==> src/rtl/irSirPkg.sv <==
package irSirPkg;
  typedef enum logic [1:0] {
    MODE_OFF_A = 2'b00,
    MODE_OFF_B = 2'b01,
    MODE_FIXED = 2'b10,
    MODE_TICK  = 2'b11
  } irMode_e;

  typedef struct packed {
    logic enabled;
    logic fixedMode;
    logic txAllow;
    logic rxBlock;
  } sirStrobe_t;
endpackage

==> src/rtl/irSirCtrl.sv <==
module irSirCtrl
  import irSirPkg::*;
#(
  parameter int OVERSAMPLE    = 16,
  parameter int BITS_PER_CHAR = 10,
  parameter int GUARD_CHARS   = 4
) (
  input  logic       clk,
  input  logic       rstN,
  input  logic       tick16,
  input  logic [1:0] modeSel,
  input  logic       halfDuplex,
  input  logic       rxDelayEn,
  input  logic       txDelayEn,
  input  logic       txActive,
  input  logic       rxPulseSeen,
  output sirStrobe_t strobes,
  output logic       txReady
);
  localparam int GUARD_TICKS = OVERSAMPLE * BITS_PER_CHAR * GUARD_CHARS;
  localparam int GW = $clog2(GUARD_TICKS + 1);

  logic          enabled;
  logic          guardOn;
  logic          txActD;
  logic [GW-1:0] rxGuardCnt;
  logic [GW-1:0] txGuardCnt;

  assign enabled = (modeSel == MODE_FIXED) || (modeSel == MODE_TICK);
  assign guardOn = enabled & halfDuplex;

  always_ff @(posedge clk or negedge rstN) begin
    if (!rstN) begin
      txActD     <= 1'b0;
      rxGuardCnt <= '0;
      txGuardCnt <= '0;
    end else begin
      txActD <= txActive;
      if (!guardOn)
        rxGuardCnt <= '0;
      else if (rxDelayEn && txActD && !txActive)
        rxGuardCnt <= GW'(GUARD_TICKS);
      else if (tick16 && rxGuardCnt != '0)
        rxGuardCnt <= rxGuardCnt - 1'b1;

      if (!guardOn)
        txGuardCnt <= '0;
      else if (txDelayEn && rxPulseSeen)
        txGuardCnt <= GW'(GUARD_TICKS);
      else if (tick16 && txGuardCnt != '0)
        txGuardCnt <= txGuardCnt - 1'b1;
    end
  end

  assign txReady           = (txGuardCnt == '0);
  assign strobes.enabled   = enabled;
  assign strobes.fixedMode = (modeSel == MODE_FIXED);
  assign strobes.txAllow   = txReady;
  assign strobes.rxBlock   = guardOn & (txActive | (rxGuardCnt != '0));

  // the end of a transmission opens the receive guard
  a_r10_rx_guard_opens: assert property (@(posedge clk) disable iff (!rstN)
    (guardOn && rxDelayEn && $fell(txActive)) |=> strobes.rxBlock);

  // a decoded pulse drops ready when the transmit guard is enabled
  a_r11_ready_drops: assert property (@(posedge clk) disable iff (!rstN)
    (guardOn && txDelayEn && rxPulseSeen) |=> !txReady);

  // half duplex blanks reception while transmitting
  a_r9_blank_tx: assert property (@(posedge clk) disable iff (!rstN)
    (guardOn && txActive) |-> strobes.rxBlock);
endmodule

==> src/rtl/irSirDatapath.sv <==
module irSirDatapath
  import irSirPkg::*;
#(
  parameter int OVERSAMPLE = 16,
  parameter int FIXED_CYC  = 80
) (
  input  logic       clk,
  input  logic       rstN,
  input  logic       tick16,
  input  sirStrobe_t strobes,
  input  logic       txBit,
  input  logic       txBitStrobe,
  input  logic       txInv,
  input  logic       rxInv,
  input  logic       irRxPin,
  output logic       irTxPin,
  output logic       rxBit,
  output logic       rxPulseSeen
);
  localparam int TICK_PULSE = (3 * OVERSAMPLE) / 16;
  localparam int PMAX = (FIXED_CYC > TICK_PULSE) ? FIXED_CYC : TICK_PULSE;
  localparam int PW = $clog2(PMAX + 1);
  localparam int HW = $clog2(OVERSAMPLE + 1);

  logic          pulseOn;
  logic [PW-1:0] pulseCnt;
  logic          pulseStart;
  logic          sync1, sync2, prevLvl;
  logic          rxEdge;
  logic [HW-1:0] holdCnt;

  // transmit encoder
  assign pulseStart = txBitStrobe & ~txBit & strobes.enabled & strobes.txAllow;

  always_ff @(posedge clk or negedge rstN) begin
    if (!rstN) begin
      pulseOn  <= 1'b0;
      pulseCnt <= '0;
    end else if (!strobes.enabled) begin
      pulseOn  <= 1'b0;
      pulseCnt <= '0;
    end else if (pulseStart) begin
      pulseOn  <= 1'b1;
      pulseCnt <= '0;
    end else if (pulseOn) begin
      if (strobes.fixedMode) begin
        if (pulseCnt == PW'(FIXED_CYC - 1)) pulseOn <= 1'b0;
        else pulseCnt <= pulseCnt + 1'b1;
      end else if (tick16) begin
        if (pulseCnt == PW'(TICK_PULSE - 1)) pulseOn <= 1'b0;
        else pulseCnt <= pulseCnt + 1'b1;
      end
    end
  end

  assign irTxPin = (pulseOn & strobes.enabled) ^ txInv;

  // receive decoder
  always_ff @(posedge clk or negedge rstN) begin
    if (!rstN) begin
      sync1   <= 1'b0;
      sync2   <= 1'b0;
      prevLvl <= 1'b0;
    end else begin
      sync1   <= irRxPin ^ rxInv;
      sync2   <= sync1;
      prevLvl <= sync2;
    end
  end

  assign rxEdge      = sync2 & ~prevLvl;
  assign rxPulseSeen = rxEdge & strobes.enabled & ~strobes.rxBlock;

  always_ff @(posedge clk or negedge rstN) begin
    if (!rstN)
      holdCnt <= '0;
    else if (!strobes.enabled || strobes.rxBlock)
      holdCnt <= '0;
    else if (rxEdge)
      holdCnt <= HW'(OVERSAMPLE);
    else if (tick16 && holdCnt != '0)
      holdCnt <= holdCnt - 1'b1;
  end

  assign rxBit = (holdCnt == '0);

  // a zero bit starts its pulse on the strobe edge
  a_r2_zero_starts: assert property (@(posedge clk) disable iff (!rstN)
    pulseStart |=> pulseOn);

  // a one bit never starts a pulse
  a_r4_one_no_pulse: assert property (@(posedge clk) disable iff (!rstN)
    (txBitStrobe && txBit && !pulseOn) |=> !pulseOn);

  // the width counter stays inside the fixed-pulse window
  a_r3_cnt_bound: assert property (@(posedge clk) disable iff (!rstN)
    pulseCnt < PW'(PMAX));

  // no pulse starts while the UART is stalled
  a_r11_stall_quiet: assert property (@(posedge clk) disable iff (!rstN)
    (!strobes.txAllow && !pulseOn) |=> !pulseOn);

  // a blanked receiver reports idle
  a_r9_block_idle: assert property (@(posedge clk) disable iff (!rstN)
    strobes.rxBlock |=> rxBit);

  // an accepted edge becomes a zero bit
  a_r7_edge_zero: assert property (@(posedge clk) disable iff (!rstN)
    rxPulseSeen |=> !rxBit);
endmodule

==> src/rtl/irSirModem.sv <==
module irSirModem
  import irSirPkg::*;
#(
  parameter int CLK_KHZ       = 50000,
  parameter int PULSE_NS      = 1600,
  parameter int OVERSAMPLE    = 16,
  parameter int BITS_PER_CHAR = 10,
  parameter int GUARD_CHARS   = 4
) (
  input  logic       clk,
  input  logic       rstN,
  input  logic       tick16,
  input  logic [1:0] modeSel,
  input  logic       txInv,
  input  logic       rxInv,
  input  logic       halfDuplex,
  input  logic       rxDelayEn,
  input  logic       txDelayEn,
  input  logic       txBit,
  input  logic       txBitStrobe,
  input  logic       txActive,
  output logic       txReady,
  output logic       bypassTx,
  output logic       irTxPin,
  input  logic       irRxPin,
  output logic       rxBit
);
  localparam int FIXED_CYC = (CLK_KHZ * PULSE_NS + 999999) / 1000000;

  sirStrobe_t strobes;
  logic       rxPulseSeen;

  assign bypassTx = txBit;

  irSirCtrl #(
    .OVERSAMPLE(OVERSAMPLE),
    .BITS_PER_CHAR(BITS_PER_CHAR),
    .GUARD_CHARS(GUARD_CHARS)
  ) u_ctrl (
    .clk(clk), .rstN(rstN), .tick16(tick16), .modeSel(modeSel),
    .halfDuplex(halfDuplex), .rxDelayEn(rxDelayEn), .txDelayEn(txDelayEn),
    .txActive(txActive), .rxPulseSeen(rxPulseSeen),
    .strobes(strobes), .txReady(txReady)
  );

  irSirDatapath #(
    .OVERSAMPLE(OVERSAMPLE),
    .FIXED_CYC(FIXED_CYC)
  ) u_dp (
    .clk(clk), .rstN(rstN), .tick16(tick16), .strobes(strobes),
    .txBit(txBit), .txBitStrobe(txBitStrobe), .txInv(txInv), .rxInv(rxInv),
    .irRxPin(irRxPin), .irTxPin(irTxPin), .rxBit(rxBit),
    .rxPulseSeen(rxPulseSeen)
  );
endmodule

==> config.mk <==
export PLATFORM = sky130hd
export DESIGN_NAME = irSirModem
export DESIGN_NICKNAME = d
export VERILOG_FILES = /design/src/rtl/irSirPkg.sv /design/src/rtl/irSirCtrl.sv /design/src/rtl/irSirDatapath.sv /design/src/rtl/irSirModem.sv
export SDC_FILE = /design/constraint.sdc
export NUM_CORES = 1
export LEC_CHECK = 0
export ABC_AREA = 1
export BUFFER_PORTS_ARGS = -buffer_cell sky130_fd_sc_hd__buf_4
export CAP_MARGIN = 20
export CORE_MARGIN = 3
export CORE_UTILIZATION = 45
export CTS_CLUSTER_DIAMETER = 80
export DETAILED_ROUTE_END_ITERATION = 10
export GPL_ROUTABILITY_DRIVEN = 0
export PLACE_DENSITY = 0.7
export SLEW_MARGIN = 15
export SYNTH_ARGS = -nofsm -noshare
export SYNTH_HDL_FRONTEND = slang
export SYNTH_SLANG_ARGS = --single-unit
==> constraint.sdc <==
create_clock -name clk -period 4.3 [get_ports clk]
set_clock_uncertainty 0.05 [all_clocks]
set_input_delay 0.215 -clock clk [delete_from_list [all_inputs] [get_ports clk]]
set_output_delay 0.215 -clock clk [all_outputs]
set_load 0.1 [all_outputs]
======== Word-level counts from Yosys, hierarchy flattened ========
Index checks and enable logic that the tools add are counted.
word-level totals
  flip-flop bits (word level) ............. 37
  word-level logic and storage cells ...... 78
cells by class
  $add $sub $neg .......................... 4
  equal/unequal tests ..................... 10
  multiplexer cells ....................... 23
  bitwise gates (word level) .............. 15
  reduce and logical (&&, ||, !) cells .... 17
operator list
  cell                   count
  $mux 10                6
  $mux 7                 7
  $reduce_bool 10->1     2
  $sub 10x1->10 const B  2
  $mux 5                 3
  $ne 4x3->1 const B     3
  $logic_not 10->1       1
  $and 1x1->1            9
  $add 7x1->7 const B    1
  $eq 7x2->1 const B     1
  $eq 7x7->1 const B     1
  $mux 1                 7
  $logic_and 1x1->1      6
  $ne 3x3->1 const B     2
  $logic_not 5->1        1
  $reduce_bool 5->1      1
  $sub 5x1->5 const B    1
  $eq 2x2->1 const B     2
  $reduce_and 4->1       1
  $ne 3x1->1 const B     1
  $not 1->1              3
  $reduce_bool 3->1      1
  $logic_not 1->1        2
  $logic_or 1x1->1       2
  2 further kinds        3

======== Longest topological paths before layout ========
Gate-level depths: netlist (run 1).
  depth in word-level cells ............... 9
  gate-level depth with buffers ........... 12

======== Hierarchy ========
From an unflattened synthesis (run 1), not the netlist that was laid out.
unflattened totals
  cells, all modules ...................... 342
  area, all modules ....................... 2439.8 um^2
modules (own cells, without submodules)
  module         times used  cells each  area each (um^2)
  irSirCtrl      1           204         1401.3
  irSirDatapath  1           137         1031.0
  irSirModem     1           1           7.5

======== Worst setup path before layout (run 1) ========
Ideal clock, no wire load.
  path kind ............................... register to register
  start point ............................. register u_ctrl.txGuardCnt[0]
  end point ............................... register u_dp.pulseCnt[3]
  data arrival time ....................... 2.695 ns
  required time ........................... 4.185 ns
  slack ................................... 1.490 ns
  cell stages (with the launch flop) ...... 11
  path buffers ............................ 0
  clock period less this slack ............ 2.810 ns
  path through ............................ dfrtp_1 > inv_1 > ha_1 > nand4_1 > nor2_1 > nand2_1 > nand2_2 > nand2_4 > nand2_4 > nand2_1 > nand2_1
between the ends
  cells in the longest elaborated chain, start to end .. 4
  elaborated cells on any way between the ends .. 9
  those cells by class .................... eq/ne: 4; mux: 2; bitwise: 1; reduce/logical: 2
RTL lines
  element                                                      line                 source
  start, declared                                              irSirCtrl.sv:27      logic [GW-1:0] txGuardCnt;
  start signal, assigned                                       irSirCtrl.sv:49      txGuardCnt <= GW'(GUARD_TICKS);
  start signal, assigned                                       irSirCtrl.sv:51      txGuardCnt <= txGuardCnt - 1'b1;
  $logic_not 10->1 *                                           irSirCtrl.sv:55      assign txReady = (txGuardCnt == '0);
  via txReady                                                  irSirModem.sv:22     output logic txReady,
  $and 1x1->1 *                                                irSirDatapath.sv:33  assign pulseStart = txBitStrobe & ~txBit & strobes.enabled & strobes.txAllow;
  $ne 4x3->1 (no line) (tied with other cells)                 --
  $reduce_and 4->1 (no line) / $mux 7 (equally long branches)  --
  end signal, assigned                                         irSirDatapath.sv:48  else pulseCnt <= pulseCnt + 1'b1;
  end signal, assigned                                         irSirDatapath.sv:51  else pulseCnt <= pulseCnt + 1'b1;
  end, declared                                                irSirDatapath.sv:26  logic [PW-1:0] pulseCnt;
The timed path passes the listed nets; every way through them passes the cells marked *.
A chain may end at the register's enable or synchronous reset.

======== Worst setup path after layout (run 1) ========
  start point ............................. register u_ctrl.rxGuardCnt[0]
  end point ............................... register u_ctrl.txGuardCnt[5]
between the ends
  cells in the longest elaborated chain, start to end .. 8
  elaborated cells on any way between the ends .. 9
  those cells by class .................... eq/ne: 1; mux: 2; bitwise: 4; reduce/logical: 2
RTL lines
  element                 line                 source
  start, declared         irSirCtrl.sv:26      logic [GW-1:0] rxGuardCnt;
  start signal, assigned  irSirCtrl.sv:42      rxGuardCnt <= GW'(GUARD_TICKS);
  start signal, assigned  irSirCtrl.sv:44      rxGuardCnt <= rxGuardCnt - 1'b1;
  $reduce_bool 10->1 *    irSirCtrl.sv:59      assign strobes.rxBlock = guardOn & (txActive | (rxGuardCnt != '0));
  $or 1x1->1 *            irSirCtrl.sv:59
  $and 1x1->1 *           irSirCtrl.sv:59
  $not 1->1 *             irSirDatapath.sv:72  assign rxPulseSeen = rxEdge & strobes.enabled & ~strobes.rxBlock;
  $and 1x1->1 *           irSirDatapath.sv:72
  $logic_and 1x1->1 *     irSirCtrl.sv:48      else if (txDelayEn && rxPulseSeen)
  $mux 10                 irSirCtrl.sv:48
  $mux 10                 irSirCtrl.sv:46      if (!guardOn)
Mark *: on every way between the ends. The rest lies on a longest branch, timed or not.

==> flow_summary_export.csv, run 1 <==
group,metric,value,unit
synthesis,synth_cells,314,
sta,max_freq,0.5105,GHz
cells_and_area,drive_above_1_share,16.57,%
setup_path,endpoint_kind,"flip-flop",
route,dr.pass1.iters,4,
cells_and_area,fin_util,53.83,%
grt,grt_max_degree,38,
route,wl,4.718,mm
floorplan,design.portCount,18,
route,num_vias,2032,
synthesis,avgSynthCellArea,7.388,um2
placed_design,hpwl,3.438,mm
setup_path,crit_path_start,"u_ctrl.rxGuardCnt[0]$_DFFE_PN0P_",
grt,grt_pass1_wl,8.576,mm
synthesis,ys_seq_area_share,39.91,%
hold_path,hold_path.class,"in -> reg",
power_and_ir_drop,p_int,645.7,uW
power_and_ir_drop,peakVddDrop,0.0002296,V
sta,fin_hold_ws,0.07588,ns
synthesis,synth_nets,335,
power_and_ir_drop,switchingPower,468.3,uW
setup_path,start_kind,"flip-flop",
floorplan,floorplan.initialDensity,47.85,%
placed_design,placed_area,2507,um2
clock_network,cts_root_buf,"clkbuf_8",
sta,slew_headroom,68.29,%
sta,final.period_utilization,45.56,%
synthesis,synth.distinct_cells,29,
clock_network,clockBufferDepth,2,
clock_network,htree_levels,2,
route,drc,0,
grt,grt_pass1_vias,1990,
floorplan,num_rows,25,
synthesis,ys_ff_latch,37,
synthesis,yosysTopAreaCellShare,39.91,%
setup_path,cp.arrival,2.08,ns
floorplan,core-area,4848,um2
route,wire_per_inst,11.65,um
synthesis,ys_async_sr_fraction,100.0,%
sta,rsz0062_at_grt,"false",
clock_network,clock_latency,0.28,ns
synthesis,yosys_warnings,0,
power_and_ir_drop,pwr-share-comb,40.6,%
clock_network,cts_setup_buffers,0,
floorplan,die_h,77.80,um
synthesis,synth_most_common_cell,"nand2_1",
clock_network,clk_pin_slew_worst_paths,0.08,ns
clock_network,cts_sinks,37,
power_and_ir_drop,power.density,426.8,nW/um2
route,antenna_left,0,
synthesis,synth_top_area_cell,"dfrtp_1",
grt,overflow,0,
setup_path,path_class,"reg -> reg",
sta,setup_viol,0,
outcome,status,"finished clean",
power_and_ir_drop,p_leak,0.001367,uW
synthesis,syn_area,2320,um2
sta,hold_violations,0,
clock_network,cts_made_buffers,5,
power_and_ir_drop,clockPowerShare,21.2,%
floorplan,die_area,6052,um2
cells_and_area,fin_cells,405,
route,drt_iter0_drc,124,
route,via_per_inst,5.017,
floorplan,die_width,77.80,um
power_and_ir_drop,p_seq_share,38.3,%
cells_and_area,synthToLayoutAreaGrowth,12.51,%
grt,grt_antenna_before_repair,0,
synthesis,synth_edf_count,0,
synthesis,netlist_top_cells_count,"nand2_1, nor2_1, dfrtp_1",
sta,slew_viol_final,0,
flow_run,drv_cap,0,
grt,grt_usage,17.27,%
sta,fin_tns_setup,0,ns
setup_path,cp_max_fo,11,
placed_design,port_buffers,17,
cells_and_area,nets,358,
cells_and_area,finalInstanceArea,2610,um2
cells_and_area,n_antenna_cell,0,
clock_network,cts_tree,"yes",
synthesis,yosys_most_used_dff,"dfrtp_1",
power_and_ir_drop,netSwitchingFraction,42.04,%
placed_design,dp_cells,395,
hold_path,min_from,"irRxPin",
sta,min_period,1.959,ns
sta,worst_slew_pin_slew,0.4757,ns
setup_path,r2r-start,"u_ctrl.rxGuardCnt[0]$_DFFE_PN0P_",
setup_path,critPathRequiredTime,4.42,ns
synthesis,synthTopCellsByArea,"dfrtp_1, nand2_1, nor2_1",
-- power by group through the flow --
| stage | registers, uW | clock network, uW | logic (uW) |
|---|---|---|---|
| after CTS | 426 | 242 | 454 |
| after global routing | 433 | 257 | 510 |
| after global placement | 432 | 0 | 442 |
| after detailed placement | 433 | 0 | 450 |
| after floorplan | 423 | 0 | 362 |
| final | 426 | 236 | 452 |
-- logic make-up (layout without fill, tap and decap cells) --
logic type | count (synthesis) | after routing | share of synthesized area [%]
flip-flops | 37 | 37 | 39.91
XOR/XNOR | 12 | 12 | 4.531
AO/OA/AOI/OAI | 19 | 19 | 4.531
adder cells (fa/ha/maj) | 7 | 7 | 3.775
buffers and inverters | 41 | 65 | 7.389
AND/OR/NAND/NOR | 198 | 198 | 39.86
-- sequential cells by signal, summed over array words and instances (netlist names) --
| signal | count |
|---|---|
| u_ctrl.rxGuardCnt | 10 |
| u_ctrl.txGuardCnt | 10 |
| u_dp.pulseCnt | 7 |
| u_dp.holdCnt | 5 |
| u_ctrl.txActD | 1 |
| u_dp.prevLvl | 1 |
| u_dp.pulseOn | 1 |
| u_dp.sync1 | 1 |
| u_dp.sync2 | 1 |
-- area by class of cell --
class                           instances  area (um2)
Fill cell                             464        2238
Multi-Input combinational cell        236        1222
Sequential cell                        37       925.9
Timing Repair Buffer                   19       147.6
Inverter                               38       147.6
Tap cell                               67       83.83
Clock buffer                            6       72.57
Clock inverter                          2       10.01
-- worst paths after layout --
path	slack (ns)	depth (start not counted)	end
worst max-delay path	2.34	10	u_ctrl.txGuardCnt[5]$_DFFE_PN0P_
worst min-delay path	0.08	2	u_dp.sync1$_DFF_PN0_
worst max register to register	2.34	10	u_ctrl.txGuardCnt[5]$_DFFE_PN0P_
worst min register to register	0.31	0	u_dp.sync2$_DFF_PN0_
max in group asynchronous	3.48	2	u_ctrl.txGuardCnt[1]$_DFFE_PN0P_
min in group asynchronous	0.38	2	u_ctrl.rxGuardCnt[1]$_DFFE_PN0P_
-- timing repair --
action                                 in CTS  in global routing
gates resized for setup                     0                  0
hold buffers                                2                  0
endpoints found under the hold margin      38                  0
-- critical path, stage by stage, from the launching register on --
cell and delay, ns:
dfrtp_1 0.40, inv_1 0.14, ha_1 0.16, nor3b_1 0.25, nand3_1 0.12, nand2_1 0.10, nand3_2 0.24, nand2_4 0.17
clkinv_4 0.09, nand2_1 0.06, nand2_1 0.05
-- per-stage QoR --
step | worst slack, ns | total power (uW)
finish | 2.341 | 1114
global route | 2.134 | 1200
floorplan | 1.490 | 784.7
CTS | 2.337 | 1122
detailed placement | 2.363 | 882.5
global placement | 2.472 | 873.7
-- placed cells by master, fill, tap and decap left out, drive strengths merged --
cell and n:
clkbuf 6, nand3b 4, xnor2 3, a21oi 7
dfrtp 37, buf 17, o21a 1, nand2 101
dlygate4sd3 2, nand4 10, clkinv 3, inv 37
o31ai 1, ha 7, xor2 9, o22ai 1
nor2 49, o21ai 9, nand3 27, nor3 4
nor3b 3
-- routing by layer --
metal  share of wire, %  vias to the layer above  GRT usage, %
met2                 46                       38         28.17
met4                1.3                        0         5.516
met5                  0                        -             0
li1                   -                     1040             -
met3                3.5                        7         3.364
met1                 49                      947         22.96
No activity file was read; power rests on OpenSTA's default activity.
==> run 2, diff against run 1 <==
Settings changed: ABC_AREA 1 to 0, PLACE_DENSITY 0.7 to 0.72.
Clock period 4.3 ns to 1.7 ns, I/O delays scaled along.
==> flow_summary_export.csv, run 2 <==
group,metric,value,unit
setup_path,cp_max_fo,5,
grt,grt_max_degree,38,
route,drt_iter0_drc,126,
grt,grt_pass1_wl,8.880,mm
power_and_ir_drop,peakVddDrop,0.001189,V
floorplan,design.portCount,18,
synthesis,synth_edf_count,0,
cells_and_area,nets,317,
hold_path,hold_end,"u_ctrl.rxGuardCnt[7]$_DFFE_PN0P_",
placed_design,port_buffers,17,
synthesis,synthTopCellsByArea,"dfrtp_1, ha_1, nor2_1",
synthesis,synth_most_common_cell,"dfrtp_1",
grt,grt_usage,21.16,%
cells_and_area,layout_commonest_cell,"buf_4",
floorplan,floorplan.initialDensity,47.42,%
setup_path,path_class,"reg -> reg",
route,wire_per_inst,17.09,um
synthesis,yosysTopAreaCellShare,44.23,%
synthesis,avgSynthCellArea,9.515,um2
clock_network,clk_pin_slew_worst_paths,0.09,ns
sta,slew_viol_final,0,
cells_and_area,synthToLayoutAreaGrowth,56.96,%
cells_and_area,fin_util,74.43,%
route,wl,5.963,mm
sta,hold_violations,0,
synthesis,ys_async_sr_fraction,100.0,%
placed_design,hpwl,3.624,mm
hold_path,min_from,"halfDuplex",
cells_and_area,top_regs,"u_ctrl.rxGuardCnt x10, u_ctrl.txGuardCnt x10, u_dp.pulseCnt x7",
grt,overflow,0,
synthesis,synth_nets,241,
outcome,failed_checks,"negative setup slack",
setup_path,reg2reg_to,"u_dp.pulseCnt[2]$_DFFE_PN0P_",
setup_path,start_kind,"flip-flop",
sta,rsz0062_at_grt,"true",
sta,setup_ws,-0.6269,ns
sta,slew_headroom,68.06,%
floorplan,die_h,74.21,um
setup_path,rrSetupSlack,-0.63,ns
synthesis,netlist_top_cells_count,"dfrtp_1, nor2_1, inv_1",
floorplan,die_width,74.21,um
sta,final.period_utilization,136.9,%
route,antenna_left,0,
hold_path,hold_path.class,"in -> reg",
synthesis,synth.distinct_cells,44,
power_and_ir_drop,p_leak,0.001390,uW
synthesis,synth_cells,220,
route,dr.pass1.iters,4,
cells_and_area,final_cell_mix,"buf_4, dfrtp_1, nor2_1",
clock_network,cts_sinks,37,
floorplan,num_rows,24,
sta,setup_viol,29,
sta,max_freq,0.4298,GHz
route,num_vias,2046,
route,drc,0,
placed_design,dp_cells,321,
floorplan,die_area,5506,um2
clock_network,clockBufferDepth,2,
grt,grt_antenna_before_repair,0,
route,via_per_inst,5.862,
clock_network,cts_tree,"yes",
power_and_ir_drop,power.density,1519,nW/um2
synthesis,ys_ff_latch,37,
cells_and_area,fin_cells,349,
clock_network,cts_made_buffers,5,
setup_path,r2r-start,"u_ctrl.txGuardCnt[1]$_DFFE_PN0P_",
synthesis,syn_area,2093,um2
clock_network,clock_latency,0.30,ns
clock_network,htree_levels,2,
setup_path,r2r_cells,7,
grt,grt_pass1_vias,1962,
setup_path,crit_path_start,"u_ctrl.txGuardCnt[1]$_DFFE_PN0P_",
cells_and_area,n_antenna_cell,0,
floorplan,core-area,4414,um2
clock_network,cts_root_buf,"clkbuf_8",
synthesis,yosys_most_used_dff,"dfrtp_1",
synthesis,ys_seq_area_share,44.23,%
flow_run,drv_cap,0,
sta,worst_slew_pin_slew,0.4791,ns
setup_path,endpoint_kind,"flip-flop",
outcome,status,"finished with violations",
hold_path,hold_depth,3,
synthesis,yosys_warnings,0,
setup_path,cp.arrival,2.49,ns
synthesis,synth_top_area_cell,"dfrtp_1",
setup_path,critPathRequiredTime,1.86,ns
sta,min_period,2.327,ns
cells_and_area,drive_above_1_share,48.48,%
[run 2: report_power, final]
part	internal, uW	switching [uW]	leakage (uW)
clock	291	343	0.0000481
sequential	983	79.1	0.000503
combinational	1620	1670	0.000839
[run 2: worst max path at each step]
| stage | end | slack, ns | depth (start not counted) |
|---|---|---|---|
| after CTS | u_dp.pulseCnt[2]$_DFFE_PN0P_ | -0.62 | 7 |
| after floorplan | u_ctrl.txGuardCnt[2]$_DFFE_PN0P_ | -0.73 | 7 |
| after global placement | u_dp.pulseCnt[2]$_DFFE_PN0P_ | -0.59 | 7 |
| after detailed placement | u_dp.pulseCnt[2]$_DFFE_PN0P_ | -0.67 | 7 |
| after global routing | u_dp.pulseCnt[2]$_DFFE_PN0P_ | -0.67 | 7 |
| final | u_dp.pulseCnt[2]$_DFFE_PN0P_ | -0.63 | 7 |
[run 2: metal layers]
layer	track usage [%]	vias up	share of wire [%]
met3	4.054	10	4.0
met4	8.048	0	1.6
li1	-	966	-
met2	34.84	43	52
met5	0	-	0
met1	27.64	1027	43
[run 2: final cells by class]
class / count / area (um2)
sequential: 37 / 925.9
inverter: 17 / 67.56
clock inverter: 3 / 22.52
multi-input combinational: 159 / 1469
clock buffer: 5 / 68.82
fill: 284 / 1129
timing repair buffer: 76 / 666.9
tap: 52 / 65.06
[run 2: critical path, stage by stage (launching register included)]
cell and delay [ns]:
dfrtp_1 0.39, inv_2 0.09, ha_4 0.14, or4b_4 0.47, or4_4 0.51, buf_6 0.16
a211oi_4 0.20, mux2i_1 0.23
[run 2: what timing repair did]
action / 4_1_cts / 5_1_grt
buffers inserted: 8 / 10
endpoints found under the setup margin: 24 / 34
resized for setup: 30 / 42
hold endpoints to repair: 39 / 0
hold buffers: 4 / 0
pin swaps: 22 / 27
[run 2: cells by family after synthesis]
logic type	share of synthesized area, %
compound gates	15.84
mux	2.869
buf+inv	4.662
simple gates	23.61
xor+xnor	4.602
flops	44.23
fa+ha+maj	4.184
[run 2: through the flow]
| stage | instance area (um2) | power [uW] | hold slack [ns] | TNS (ns) | worst slack (ns) |
|---|---|---|---|---|---|
| 6_report | 3286 | 4990 | 0.09843 | -6.501 | -0.6269 |
| 3_3_place_gp | 2686 | 3196 | 0.02485 | -4.842 | -0.5885 |
| 3_5_place_dp | 2686 | 3230 | 0.02760 | -5.088 | -0.6706 |
| 5_1_grt | 3286 | 5248 | 0.1085 | -9.065 | -0.6728 |
| 2_1_floorplan | 2238 | 2530 | -0.2606 | -5.527 | -0.7274 |
| 4_1_cts | 3027 | 4486 | 0.07225 | -5.448 | -0.6234 |
==> run 3, diff against run 2 <==
Settings changed: ABC_AREA 0 to 1.
==> flow_summary_export.csv, run 3 (synthesis results as in run 1) <==
group,metric,value,unit
outcome,status,"finished clean",
clock_network,cts_sinks,37,
route,via_per_inst,4.923,
setup_path,path_class,"reg -> out",
grt,grt_pass1_vias,1977,
placed_design,port_buffers,17,
route,drt_iter0_drc,122,
sta,final.period_utilization,95.53,%
sta,min_period,1.624,ns
power_and_ir_drop,switchingPower,1243,uW
sta,slew_viol_final,0,
route,antenna_left,0,
setup_path,cp.arrival,1.49,ns
clock_network,cts_tree,"yes",
floorplan,die_width,77.80,um
power_and_ir_drop,pwr-share-comb,42.0,%
sta,max_freq,0.6158,GHz
route,wl,5.070,mm
power_and_ir_drop,peakVddDrop,0.0006144,V
route,drc,0,
cells_and_area,nets,371,
flow_run,drv_cap,0,
hold_path,hold_end,"u_dp.pulseCnt[0]$_DFFE_PN0P_",
hold_path,hold_path.class,"in -> reg",
grt,overflow,0,
floorplan,floorplan.initialDensity,47.85,%
setup_path,path_delay_family,"flip-flops",
sta,slew_headroom,68.30,%
power_and_ir_drop,clockPowerShare,22.5,%
sta,setup_viol,0,
cells_and_area,top_regs,"u_ctrl.rxGuardCnt x10, u_ctrl.txGuardCnt x10, u_dp.pulseCnt x7",
clock_network,clock_latency,0.29,ns
setup_path,rrSetupSlack,0.09,ns
floorplan,design.portCount,18,
power_and_ir_drop,netSwitchingFraction,40.85,%
clock_network,clk_pin_slew_worst_paths,0.07,ns
clock_network,clockBufferDepth,2,
setup_path,crit_chain,"inv_2, ha_4, nand4_1, nor2_4, buf_6",
placed_design,hpwl,3.533,mm
clock_network,cts_root_buf,"clkbuf_8",
power_and_ir_drop,p_seq_share,35.5,%
power_and_ir_drop,p_int,1799,uW
clock_network,htree_levels,2,
hold_path,min_from,"modeSel[0]",
setup_path,reg2reg_to,"u_dp.pulseCnt[1]$_DFFE_PN0P_",
setup_path,critPathRequiredTime,1.56,ns
clock_network,cts_made_buffers,5,
grt,grt_antenna_before_repair,0,
sta,rsz0062_at_grt,"true",
sta,fin_tns_setup,0,ns
floorplan,core-area,4848,um2
sta,hold_violations,0,
cells_and_area,layout_commonest_cell,"nand2_1",
grt,grt_pass1_wl,8.659,mm
power_and_ir_drop,total_power,3042,uW
route,num_vias,2058,
setup_path,slowest_stage,"dfrtp_1",
cells_and_area,fin_cells,418,
cells_and_area,n_antenna_cell,0,
setup_path,start_kind,"flip-flop",
cells_and_area,final_cell_mix,"nand2_1, nor2_1, dfrtp_1",
power_and_ir_drop,p_leak,0.001464,uW
floorplan,die_area,6052,um2
grt,grt_max_degree,38,
cells_and_area,finalInstanceArea,2829,um2
placed_design,dp_cells,403,
cells_and_area,fin_util,58.35,%
placed_design,placed_area,2610,um2
floorplan,num_rows,25,
power_and_ir_drop,power.density,1075,nW/um2
hold_path,hold_depth,4,
cells_and_area,drive_above_1_share,23.65,%
route,dr.pass1.iters,4,
setup_path,crit_buf_inv,2,
setup_path,r2r_cells,10,
sta,worst_slew_pin_slew,0.4755,ns
setup_path,cp_slowest_stage_delay,0.41,ns
setup_path,r2r-start,"u_ctrl.txGuardCnt[0]$_DFFE_PN0P_",
setup_path,cp_max_fo,5,
cells_and_area,synthToLayoutAreaGrowth,21.95,%
setup_path,endpoint_kind,"output pin",
route,wire_per_inst,12.13,um
floorplan,die_h,77.80,um
grt,grt_usage,17.90,%
run 3: final cells by class:
| class | count | area (um2) |
|---|---|---|
| inverters | 38 | 147.6 |
| clock inverters | 1 | 5.005 |
| multi-input cells | 236 | 1300 |
| flip-flops and latches | 37 | 925.9 |
| repair buffers | 32 | 270.3 |
| fillers | 439 | 2019 |
| well taps | 67 | 83.83 |
| clock buffers | 7 | 96.34 |
run 3: repair_timing:
action / 4_1_cts / 5_1_grt
hold endpoints to repair: 39 / 0
resized for setup: 1 / 14
setup endpoints to repair: 1 / 29
buffers inserted: 0 / 3
hold buffers: 4 / 0
pin swaps: 0 / 3
run 3: worst max-delay path by stage:
| stage | slack [ns] | depth (start not counted) | start | end |
|---|---|---|---|---|
| 3_5_place_dp | 0.06 | 10 | u_ctrl.rxGuardCnt[0]$_DFFE_PN0P_ | u_ctrl.txGuardCnt[0]$_DFFE_PN0P_ |
| 3_3_place_gp | 0.08 | 10 | u_ctrl.rxGuardCnt[0]$_DFFE_PN0P_ | u_dp.holdCnt[4]$_DFFE_PN0P_ |
| 5_1_grt | -0.04 | 10 | u_ctrl.txGuardCnt[0]$_DFFE_PN0P_ | u_dp.pulseCnt[4]$_DFFE_PN0P_ |
| 6_report | 0.08 | 5 | u_ctrl.txGuardCnt[0]$_DFFE_PN0P_ | txReady |
| 4_1_cts | 0.02 | 5 | u_ctrl.txGuardCnt[0]$_DFFE_PN0P_ | txReady |
| 2_1_floorplan | -0.18 | 10 | u_ctrl.txGuardCnt[0]$_DFFE_PN0P_ | u_dp.pulseCnt[3]$_DFFE_PN0P_ |
run 3: power groups by stage:
stage	clock network, uW	registers, uW	logic (uW)
global route	743	1090	1430
floorplan	0	1070	943
CTS	708	1070	1230
detailed placement	0	1090	1200
global placement	0	1090	1190
finish	685	1080	1280
run 3: tightest hold or removal path, cell delays in order:
cell     delay, ns
buf_4         0.10
a21oi_2       0.07
nand4_1       0.06
nand2_1       0.05
run 3: per-stage QoR:
step                hold WS [ns]  setup WS (ns)
global placement         0.03242        0.07957
finish                   0.05321        0.07602
global route             0.05792       -0.03648
floorplan                -0.2606        -0.1832
CTS                      0.04581        0.02139
detailed placement       0.03473        0.06257
run 3: per-layer routing:
| metal | vias to the layer above | GRT usage, % | share of wire (%) |
|---|---|---|---|
| met3 | 9 | 4.408 | 3.6 |
| li1 | 1060 | - | - |
| met2 | 30 | 29.97 | 48 |
| met4 | 0 | 6.940 | 1.7 |
| met1 | 959 | 22.05 | 47 |
| met5 | - | 0 | 0 |
